--- config.mk ---
export PLATFORM = sky130hd
export DESIGN_NAME = clkout_ctl
export DESIGN_NICKNAME = d
export VERILOG_FILES = /design/src/rtl/clkctl_pkg.sv /design/src/rtl/sync_cell.sv /design/src/rtl/strap_latch.sv /design/src/rtl/ctl_regs.sv /design/src/rtl/out_gate.sv /design/src/rtl/clkout_ctl.sv
export SDC_FILE = /design/constraint.sdc
export NUM_CORES = 1
export LEC_CHECK = 0
export BUFFER_PORTS_ARGS = -buffer_cell sky130_fd_sc_hd__buf_2
export CORE_ASPECT_RATIO = 0.6
export CORE_MARGIN = 1
export CORE_UTILIZATION = 53
export DETAILED_ROUTE_END_ITERATION = 8
export GPL_TIMING_DRIVEN = 0
export HOLD_SLACK_MARGIN = 0.1
export PLACE_DENSITY = 0.79
export SKIP_CTS_REPAIR_TIMING = 1
export SLEW_MARGIN = 20
export SYNTH_ARGS = -nofsm -noshare
export SYNTH_HDL_FRONTEND = slang
export SYNTH_HIERARCHICAL = 1
export SYNTH_SLANG_ARGS = --single-unit
--- constraint.sdc ---
create_clock -name clk -period 2.3 [get_ports clk]
set_clock_uncertainty 0.1 [all_clocks]
set_input_delay 0.23 -clock clk [delete_from_list [all_inputs] [get_ports clk]]
set_output_delay 0.23 -clock clk [all_outputs]
set_load 0.05 [all_outputs]
--- src/rtl/clkctl_pkg.sv ---
// Shared constants and the decoded configuration record for the clock
// output controller. Assumes one register bank of eleven bytes.
package clkctl_pkg;

    localparam int STRAP_W  = 3;
    localparam int FS_W     = 4;
    localparam int ADDR_W   = 4;
    localparam int DATA_W   = 8;
    localparam int M_W      = 6;
    localparam int N_W      = 10;
    localparam int N_PCI    = 4;
    localparam int N_HTT    = 4;
    localparam int N_USB    = 2;
    localparam int N_REF    = 2;
    localparam int N_CPU    = 4;
    localparam int N_SRC    = 1;
    localparam int NUM_GRP  = 6;

    // Outputs per group, indexed by group number.
    localparam int GRP_W [NUM_GRP] = '{N_PCI, N_HTT, N_USB, N_REF, N_CPU, N_SRC};

    localparam int G_PCI = 0;
    localparam int G_HTT = 1;
    localparam int G_USB = 2;
    localparam int G_REF = 3;
    localparam int G_CPU = 4;
    localparam int G_SRC = 5;

    localparam logic [ADDR_W-1:0] A_FREQ   = 4'd0;
    localparam logic [ADDR_W-1:0] A_SE_EN  = 4'd1;
    localparam logic [ADDR_W-1:0] A_AUX_EN = 4'd2;
    localparam logic [ADDR_W-1:0] A_SRC    = 4'd3;
    localparam logic [ADDR_W-1:0] A_PLL    = 4'd4;
    localparam logic [ADDR_W-1:0] A_CPU_M  = 4'd5;
    localparam logic [ADDR_W-1:0] A_CPU_NL = 4'd6;
    localparam logic [ADDR_W-1:0] A_CPU_NH = 4'd7;
    localparam logic [ADDR_W-1:0] A_SRC_M  = 4'd8;
    localparam logic [ADDR_W-1:0] A_SRC_NL = 4'd9;
    localparam logic [ADDR_W-1:0] A_SRC_NH = 4'd10;

    // First bit of a group inside the flat run vector.
    function automatic int grp_base(input int g);
        int s;
        s = 0;
        for (int i = 0; i < g; i++) s += GRP_W[i];
        return s;
    endfunction

    localparam int RUN_W = N_PCI + N_HTT + N_USB + N_REF + N_CPU + N_SRC;

    typedef struct packed {
        logic              fs_sw_src;
        logic              cpu_ss;
        logic              src_ss;
        logic [FS_W-1:0]   fs_sw;
        logic [N_PCI-1:0]  pci_en;
        logic [N_HTT-1:0]  htt_en;
        logic [N_USB-1:0]  usb_en;
        logic [N_REF-1:0]  ref_en;
        logic [N_CPU-1:0]  cpu_en;
        logic              src_en;
        logic              src_pd_float;
        logic              mn_en;
        logic [M_W-1:0]    cpu_m;
        logic [N_W-1:0]    cpu_n;
        logic [M_W-1:0]    src_m;
        logic [N_W-1:0]    src_n;
    } cfg_t;

endpackage

--- src/rtl/sync_cell.sv ---
// Multi-flop synchroniser for a single asynchronous level.
// Assumes STAGES >= 2; the chain resets to RST_VAL.
module sync_cell #(
    parameter int STAGES  = 2,
    parameter bit RST_VAL = 1'b0
) (
    input  logic clk,
    input  logic rst_n,
    input  logic d,
    output logic q
);
    logic [STAGES-1:0] chain_q;

    // Shift the asynchronous level through the chain.
    always_ff @(posedge clk) begin
        if (!rst_n) chain_q <= {STAGES{RST_VAL}};
        else        chain_q <= {chain_q[STAGES-2:0], d};
    end

    assign q = chain_q[STAGES-1];
endmodule

--- src/rtl/strap_latch.sv ---
// Captures the strap levels on every reset cycle and freezes them at
// release; then hands the shared pins over to their output drivers.
// Assumes straps are stable for the last reset cycle.
module strap_latch #(
    parameter int W = 3
) (
    input  logic         clk,
    input  logic         rst_n,
    input  logic [W-1:0] strap_in,
    output logic [W-1:0] lat_q,
    output logic         drv_q
);
    // Track pins during reset, hold afterwards; drive pins after reset.
    always_ff @(posedge clk) begin
        if (!rst_n) begin
            lat_q <= strap_in;
            drv_q <= 1'b0;
        end else begin
            drv_q <= 1'b1;
        end
    end

    AST_STRAP_FROZEN: assert property (@(posedge clk) disable iff (!rst_n)
        $past(rst_n) |-> $stable(lat_q));
    AST_STRAP_RELEASED: assert property (@(posedge clk) disable iff (!rst_n)
        $past(rst_n) |-> drv_q);
endmodule

--- src/rtl/ctl_regs.sv ---
// Configuration register bank: write-only byte port decoded into the
// configuration record. Unmapped addresses and unused bits are dropped.
// The frequency field loads the strap pins during reset, like the latch.
module ctl_regs
    import clkctl_pkg::*;
(
    input  logic               clk,
    input  logic               rst_n,
    input  logic [STRAP_W-1:0] strap_in,
    input  logic               wr_en,
    input  logic [ADDR_W-1:0]  wr_addr,
    input  logic [DATA_W-1:0]  wr_data,
    output cfg_t               cfg
);
    // Reset defaults and byte writes.
    always_ff @(posedge clk) begin
        if (!rst_n) begin
            cfg              <= '0;
            cfg.fs_sw        <= {1'b0, strap_in};
            cfg.pci_en       <= '1;
            cfg.htt_en       <= '1;
            cfg.usb_en       <= '1;
            cfg.ref_en       <= '1;
            cfg.cpu_en       <= '1;
            cfg.src_en       <= 1'b1;
        end else if (wr_en) begin
            case (wr_addr)
                A_FREQ: begin
                    cfg.fs_sw_src <= wr_data[7];
                    cfg.cpu_ss    <= wr_data[6];
                    cfg.src_ss    <= wr_data[5];
                    cfg.fs_sw     <= wr_data[FS_W-1:0];
                end
                A_SE_EN: begin
                    cfg.pci_en <= wr_data[N_PCI-1:0];
                    cfg.htt_en <= wr_data[4 +: N_HTT];
                end
                A_AUX_EN: begin
                    cfg.usb_en <= wr_data[N_USB-1:0];
                    cfg.ref_en <= wr_data[2 +: N_REF];
                    cfg.cpu_en <= wr_data[4 +: N_CPU];
                end
                A_SRC: begin
                    cfg.src_en       <= wr_data[0];
                    cfg.src_pd_float <= wr_data[1];
                end
                A_PLL:    cfg.mn_en <= wr_data[0];
                A_CPU_M:  cfg.cpu_m <= wr_data[M_W-1:0];
                A_CPU_NL: cfg.cpu_n[7:0] <= wr_data;
                A_CPU_NH: cfg.cpu_n[N_W-1:8] <= wr_data[N_W-9:0];
                A_SRC_M:  cfg.src_m <= wr_data[M_W-1:0];
                A_SRC_NL: cfg.src_n[7:0] <= wr_data;
                A_SRC_NH: cfg.src_n[N_W-1:8] <= wr_data[N_W-9:0];
                default: ;
            endcase
        end
    end
endmodule

--- src/rtl/out_gate.sv ---
// Run/stop register for one output group. A new run value is taken only
// in a cycle where the group's clock is in its low phase, so a stop or
// start never truncates a pulse. Assumes phase_low is already synchronous.
module out_gate #(
    parameter int N = 4
) (
    input  logic         clk,
    input  logic         rst_n,
    input  logic         phase_low,
    input  logic [N-1:0] want,
    output logic [N-1:0] run_q
);
    // Update the run bits only in the low phase.
    always_ff @(posedge clk) begin
        if (!rst_n)         run_q <= '0;
        else if (phase_low) run_q <= want;
    end

    AST_RUN_AT_LOW: assert property (@(posedge clk) disable iff (!rst_n)
        (run_q != $past(run_q)) |-> $past(phase_low));
endmodule

--- src/rtl/clkout_ctl.sv ---
// Top of the strap-latched frequency and output controller. Combines the
// captured straps, the register bank, power-down and spread pins into
// per-output run bits, per-group drive enables and PLL controls.
// Assumes pd_n and spread_pin are asynchronous; grp_low is synchronous.
module clkout_ctl
    import clkctl_pkg::*;
#(
    parameter int SYNC_STAGES = 2
) (
    input  logic               clk,
    input  logic               rst_n,
    input  logic [STRAP_W-1:0] strap_in,
    output logic               strap_oe,
    input  logic               wr_en,
    input  logic [ADDR_W-1:0]  wr_addr,
    input  logic [DATA_W-1:0]  wr_data,
    input  logic               pd_n,
    input  logic               spread_pin,
    input  logic [NUM_GRP-1:0] grp_low,
    output logic [FS_W-1:0]    fs_code,
    output logic [N_PCI-1:0]   pci_run,
    output logic               pci_oe,
    output logic [N_HTT-1:0]   htt_run,
    output logic               htt_oe,
    output logic [N_USB-1:0]   usb_run,
    output logic [N_REF-1:0]   ref_run,
    output logic [N_CPU-1:0]   cpu_run,
    output logic               cpu_oe,
    output logic               src_run,
    output logic               src_oe,
    output logic               cpu_ss_on,
    output logic               src_ss_on,
    output logic               osc_en,
    output logic               vco_en,
    output logic               mn_en,
    output logic [M_W-1:0]     cpu_m,
    output logic [N_W-1:0]     cpu_n,
    output logic [M_W-1:0]     src_m,
    output logic [N_W-1:0]     src_n
);
    cfg_t               cfg;
    logic [STRAP_W-1:0] strap_lat;
    logic               strap_drv;
    logic               pd_sync;
    logic               ss_sync;
    logic               pd_act;
    logic               live;
    logic               float_grp;
    logic               vco_q;
    logic [RUN_W-1:0]   want_all;
    logic [RUN_W-1:0]   run_all;

    strap_latch #(.W(STRAP_W)) u_strap (
        .clk(clk), .rst_n(rst_n), .strap_in(strap_in),
        .lat_q(strap_lat), .drv_q(strap_drv)
    );

    ctl_regs u_regs (
        .clk(clk), .rst_n(rst_n), .strap_in(strap_in),
        .wr_en(wr_en), .wr_addr(wr_addr), .wr_data(wr_data), .cfg(cfg)
    );

    sync_cell #(.STAGES(SYNC_STAGES), .RST_VAL(1'b0)) u_pd_sync (
        .clk(clk), .rst_n(rst_n), .d(pd_n), .q(pd_sync)
    );

    sync_cell #(.STAGES(SYNC_STAGES), .RST_VAL(1'b0)) u_ss_sync (
        .clk(clk), .rst_n(rst_n), .d(spread_pin), .q(ss_sync)
    );

    // Frequency code source and the tristate decode it implies.
    always_comb begin
        fs_code   = cfg.fs_sw_src ? cfg.fs_sw : {1'b0, strap_lat};
        float_grp = (fs_code == '0);
    end

    // Requested run state for every output; nothing runs in power-down.
    always_comb begin
        pd_act   = !pd_sync;
        live     = strap_drv && !pd_act;
        want_all = {cfg.src_en, cfg.cpu_en, cfg.ref_en, cfg.usb_en, cfg.htt_en, cfg.pci_en}
                   & {RUN_W{live}};
    end

    // One phase-aligned gate per output group.
    for (genvar g = 0; g < NUM_GRP; g++) begin : g_grp
        localparam int B = grp_base(g);
        out_gate #(.N(GRP_W[g])) u_gate (
            .clk(clk), .rst_n(rst_n), .phase_low(grp_low[g]),
            .want(want_all[B +: GRP_W[g]]), .run_q(run_all[B +: GRP_W[g]])
        );
    end

    // VCO starts one cycle behind the oscillator.
    always_ff @(posedge clk) begin
        if (!rst_n) vco_q <= 1'b0;
        else        vco_q <= osc_en;
    end

    // Output mapping, drive enables, spread merge and M/N pass gate.
    always_comb begin
        pci_run   = run_all[grp_base(G_PCI) +: N_PCI];
        htt_run   = run_all[grp_base(G_HTT) +: N_HTT];
        usb_run   = run_all[grp_base(G_USB) +: N_USB];
        ref_run   = run_all[grp_base(G_REF) +: N_REF];
        cpu_run   = run_all[grp_base(G_CPU) +: N_CPU];
        src_run   = run_all[grp_base(G_SRC)];
        pci_oe    = !float_grp;
        htt_oe    = !float_grp;
        cpu_oe    = !float_grp;
        src_oe    = cfg.src_en && !(pd_act && cfg.src_pd_float);
        cpu_ss_on = ss_sync || cfg.cpu_ss;
        src_ss_on = ss_sync || cfg.src_ss;
        osc_en    = !pd_act;
        vco_en    = vco_q && !pd_act;
        strap_oe  = strap_drv;
        mn_en     = cfg.mn_en;
        cpu_m     = cfg.mn_en ? cfg.cpu_m : '0;
        cpu_n     = cfg.mn_en ? cfg.cpu_n : '0;
        src_m     = cfg.mn_en ? cfg.src_m : '0;
        src_n     = cfg.mn_en ? cfg.src_n : '0;
    end

    AST_FS_RESET_MATCH: assert property (@(posedge clk) disable iff (!rst_n)
        $past(!rst_n) |-> (cfg.fs_sw[STRAP_W-1:0] == strap_lat && !cfg.fs_sw_src));
    AST_VCO_AFTER_OSC: assert property (@(posedge clk) disable iff (!rst_n)
        $rose(vco_en) |-> $past(osc_en));
    AST_PD_STOPS_SRC: assert property (@(posedge clk) disable iff (!rst_n)
        (!osc_en && $past(!osc_en) && $past(grp_low[G_SRC])) |-> !src_run);
endmodule

* Word-level counts from Yosys, hierarchy flattened *
Index checks and enable logic that the tools add are counted.

storage, ports and cells
  input bits = 26
  register bits after elaboration = 84
  output and inout bits = 63
  logic and storage cells = 85

cells by class
  multiplexer cells = 19
  reductions and logical operators = 23
  bitwise operators = 1
  eq/ne operators = 12

operators with widths
  operator              number
  $mux W54              2
  $mux W8               4
  $mux W6               4
  $reduce_and A2 Y1     12
  $mux W10              2
  $and A17 B17 Y17      1
  $eq A4 B3 Y1 const B  4
  $eq A4 B4 Y1 const B  3
  $eq A4 B2 Y1 const B  2
  $logic_not A4 Y1      2
  $mux W2               3
  $eq A4 B1 Y1 const B  1
  $logic_and A1 B1 Y1   4
  $mux W4               1
  $ne A2 B1 Y1 const B  2
  $logic_not A1 Y1      3
  $mux W3               1
  $logic_or A1 B1 Y1    2
  $mux W1               2

* Depth between registers and ports, before layout *
  depth in word-level cells = 4
  mapped depth = 5
  depth with buffers taken out = 3

* By module *
The synthesis kept the hierarchy.

modules (own cells, without submodules)
  module                          cells an instance  seq. area each (µm²)  instances  area an instance (µm²)
  ctl_regs                        227                1191.1                1          2349.8
  out_gate (g_grp[0].u_gate ...)  13                 80.1                  3          156.4
  clkout_ctl                      69                 20.0                  1          456.7
  out_gate (g_grp[2].u_gate ...)  6                  40.0                  2          72.6
  strap_latch                     5                  110.1                 1          113.9
  sync_cell                       4                  40.0                  2          52.6
  out_gate (g_grp[5].u_gate)      3                  20.0                  1          36.3

* Least setup slack after synthesis *
OpenSTA, ideal clock, no wires.

  path type = register to output
  start point = reg u_pd_sync.chain_q[1]
  end point = out src_oe
  slack = -0.079 ns
  required time = 1.970 ns
  arrival = 2.049 ns
  cell stages (with the launch flop) = 4
  path buffers = 1
  path through = dfxtp_1 clkbuf_1 inv_1 a21boi_0

between the ends
  word-level cells in the longest chain between the ends = 4

ends and longest elaborated chain
  element                 line               source
  from (decl)             sync_cell.sv:12    logic [STAGES-1:0] chain_q;
  from (signal assigned)  sync_cell.sv:16    if (!rst_n) chain_q <= {STAGES{RST_VAL}};
  from (signal assigned)  sync_cell.sv:17    else chain_q <= {chain_q[STAGES-2:0], d};
  $logic_not A1 Y1        clkout_ctl.sv:79   pd_act = !pd_sync;
  $logic_and A1 B1 Y1     clkout_ctl.sv:111  src_oe = cfg.src_en && !(pd_act && cfg.src_pd_float);
  $logic_not A1 Y1        clkout_ctl.sv:111
  $logic_and A1 B1 Y1     clkout_ctl.sv:111
  to (decl)               clkout_ctl.sv:30   output logic src_oe,

Every way passes these cells.

* Worst setup path in the final report *
  start point = reg u_regs/cfg[57] (netlist name)
  end point = out htt_oe

between the ends
  word-level cells in the longest chain between the ends = 3

ends and longest elaborated chain
  element           line               source
  $mux W4           clkout_ctl.sv:73   fs_code = cfg.fs_sw_src ? cfg.fs_sw : {1'b0, strap_lat};
  $logic_not A4 Y1  clkout_ctl.sv:74   float_grp = (fs_code == '0);
  $logic_not A1 Y1  clkout_ctl.sv:109  htt_oe = !float_grp;
  to (decl)         clkout_ctl.sv:24   output logic htt_oe,

Every way passes these cells.

==> results by group <==
Routing
  • Via count of the routed design: roughly 2.8k
  • WL/cell: around 15 um
  • Initial detailed-routing violation count: around 100
  • Wire length after detailed routing: 8295 um
  • Post-route DRC violation count: 0
  • Routed vias/inst: roughly 5.1
  • First-pass iteration count of the detailed router: 4
  • Post-detailed-route count of antenna-violating nets: 0

Flow run
  • Max_cap viols: 0

Worst setup path
  • Largest stage delay on the critical path: ~540 ps
  • Cell family with the largest share of critical-path delay: simple AND/OR/NAND/NOR gates
  • Data required time at the worst endpoint: 1970 ps
  • Arrival time worst endpoint: between 1500 and 2000 ps
  • Worst-path maximum fanout: 5
  • Slack of the worst reg-to-reg path: around 980 ps
  • Cells traversed along the worst timing path: mux2_4, or4_4, buf_4, buf_2
  • Kind of launch point of the worst setup path: flip-flop
  • Source of the worst register-to-register timing path: u_strap/drv_q
  • Startpoint-to-endpoint class of the critical path: reg -> out
  • Kind of capture point of the worst setup path: output pin
  • Slowest-stage cell, CP: or4_4
  • Number of buffers and inverters on the critical path: 2
  • Start point of the critical path: u_regs/cfg[57]

Logic synthesis
  • Area of the mapped netlist: 0.003676 mm2
  • Mean area per synthesized cell: 10.13 um2
  • Most repeated cell in the gate-level netlist after synthesis: dfxtp_1
  • Flip-flop and latch count after synthesis: 84
  • Top area cells in the synthesized netlist: dfxtp_1 (42%), mux2i_1 (20%), nor2b_1 (7.1%)
  • Count of flip-flops with a built-in enable after synthesis: 6
  • Unique masters post-synth: 33
  • Post-synthesis cell count: ~360
  • Post-synth ARST share: 0%
  • Part of the Yosys area used for sequential elements: a little under half
  • Most used standard cells in the synthesized netlist: dfxtp_1 (78), mux2i_1 (72), nand2_1 (47), nor2b_1 (42), and2_1 (38)
  • Net Count, Synth: slightly below 400
  • Commonest register cell after synthesis: dfxtp_1
  • Largest area contributor in the netlist: dfxtp_1
  • Yosys warning count: 6
  • Proportion of netlist area held by the largest area contributor: between 40% and 50%

Pwr
  • Power, Total: between 3 and 4 mW
  • Peak VDD IR: about 360 uV
  • Power per Cell Area: 733.0 mW/mm2
  • Total leakage power: 2.189 nW

STA
  • Finish-stage setup viols: 0
  • Post-route fraction of the period consumed by the critical path: between 90% and 100%
  • Minimum clock period: approximately 2200 ps
  • Max-slew violation count: 0
  • Least-Margin Pin Slew: around 640 ps
  • Setup tns final: 0 ps
  • Worst relative slew slack: about 57%
  • Max Clock Freq: 450.1 MHz
  • Setup repair after global routing missed its margin: false
  • Total count of hold-check failures in the final report: 0

CTS
  • Clock sink total: 84
  • Cell at the root of the clock tree: clkbuf_16
  • H-tree depth: 3
  • CTS Buf Count: 9
  • Skew-Pair Late Insertion Delay: about 330 ps
  • Maximum root-to-sink buffer count: 2
  • Clock transition at the registers of the reported paths: 60 ps
  • TritonCTS clock tree: built

Layout
  • Nets: between 400 and 500
  • Flip-flop and latch area: between 0.0015 and 0.002 mm2
  • Number of fillers in the final layout: 532
  • Area of the multi-input gates: ~0.0018 mm2
  • Fraction of final layout cells with drive strength greater than 1: 26.02%
  • Antenna fix cells: 0
  • Post-route core utilization: roughly two thirds
  • Signed area change from the synthesized netlist to the final layout: 24.51%
  • Final Cell Area: ~0.0046 mm2

Place
  • GPL Wtd Cong: roughly 0.79
  • Placed cell area: ~0.0042 mm2
  • DP Wirelength: between 6000 and 7000 um
  • PortBufs: 81

Hold path
  • HP Class: in -> reg
  • Worst Hold Launch: grp_low[4]

Floorplan
  • Die Width: about 110 um
  • Die Height: 66.51 um
  • Initial core utilization: roughly 55%
  • Total die area: between 0.007 and 0.008 mm2
  • Floorplan core area: 0.006676 mm2
  • I/O Pins: 89
  • Row count: 23

Global routing
  • Global routing usage summed across all routing layers: 23.83%
  • Largest net degree at the start of global routing: 26
  • Wire length of the first global-routing pass: between 10000 and 15000 um
  • Vias in the first global route: about 2.6k
  • Number of antenna violations at the first check in global routing: 0
  • Aggregate global routing overflow: 0

Status
  • Run status: complete, no violations
[worst paths after layout]
path | end | cells past startpoint
worst max-delay path | htt_oe | 4
worst min register to register | u_pd_sync/chain_q[1] | 1
worst min-delay path | g_grp[4].u_gate/run_q[0] | 3
worst max register to register | g_grp[2].u_gate/run_q[0] | 4
[layout make-up]
class / count / share of cell area (%)
Buffer: 26 / 3.280
Sequential cell: 84 / 38.14
Timing Repair Buffer: 86 / 9.951
Tap cell: 87 / 2.378
Clock buffer: 12 / 5.604
Clock inverter: 4 / 1.586
Multi-Input combinational cell: 247 / 38.57
Inverter: 6 / 0.4921
[layout by cell type, fill, tap and decap left out, drive strengths merged, types with 5 or more instances in the layout]
cell type	n
nand2	48
and3	17
dfxtp	78
nor2b	42
edfxtp	6
mux2i	72
buf	92
clkbuf	27
and2	39
dlygate4sd3	5
inv	6
[flip-flops by register name, indices dropped and copies added (netlist names)]
| register | flops |
|---|---|
| u_regs/cfg | 58 |
| u_ss_sync/chain_q | 2 |
| u_strap/lat_q | 3 |
| vco_q | 1 |
| u_strap/drv_q | 1 |
| u_pd_sync/chain_q | 2 |
| g_grp.u_gate/run_q | 17 |
[power breakdown]
| group | internal (mW) | leakage, nW | switching, mW |
|---|---|---|---|
| combinational | 0.0995 | 1.34 | 0.179 |
| clock | 1.01 | 0.159 | 0.550 |
| sequential | 1.50 | 0.691 | 0.0147 |
| total | 2.61 | 2.19 | 0.744 |
[worst register-to-register path, cell delays in order, from the launching register on]
cell and delay [ps]:
dfxtp_1 420, clkbuf_1 330, and3_1 230, mux2i_1 70, nor2b_1 120
[metrics by stage]
| stage | cells | hold slack, ps | setup slack (ps) |
|---|---|---|---|
| floorplan | 363 | 157.7 | 6.542 |
| global placement | 531 | 314.2 | 287.7 |
| detailed placement | 531 | 317.9 | 249.5 |
| CTS | 547 | 0.5344 | -75.01 |
| global route | 552 | 103.8 | 20.57 |
| finish | 552 | 87.93 | 78.06 |
[layer usage]
metal / wire, um / vias to the layer above / GRT usage (%)
met2: 3436 / 89 / 35.14
met1: 4205 / 1318 / 33.97
met4: 69 / 0 / 6.500
li1: - / 1391 / -
met5: 0 / - / 0
met3: 584 / 7 / 6.654
[logic make-up after synthesis]
| kind of cell | after synthesis | synth area share, % |
|---|---|---|
| buffers and inverters | 32 | 4.697 |
| and+or+nand+nor | 168 | 26.58 |
| muxes | 75 | 20.73 |
| DFF | 84 | 47.38 |
| AOI/OAI and AO/OA | 4 | 0.6126 |
No activity file was read; power rests on OpenSTA's default activity.
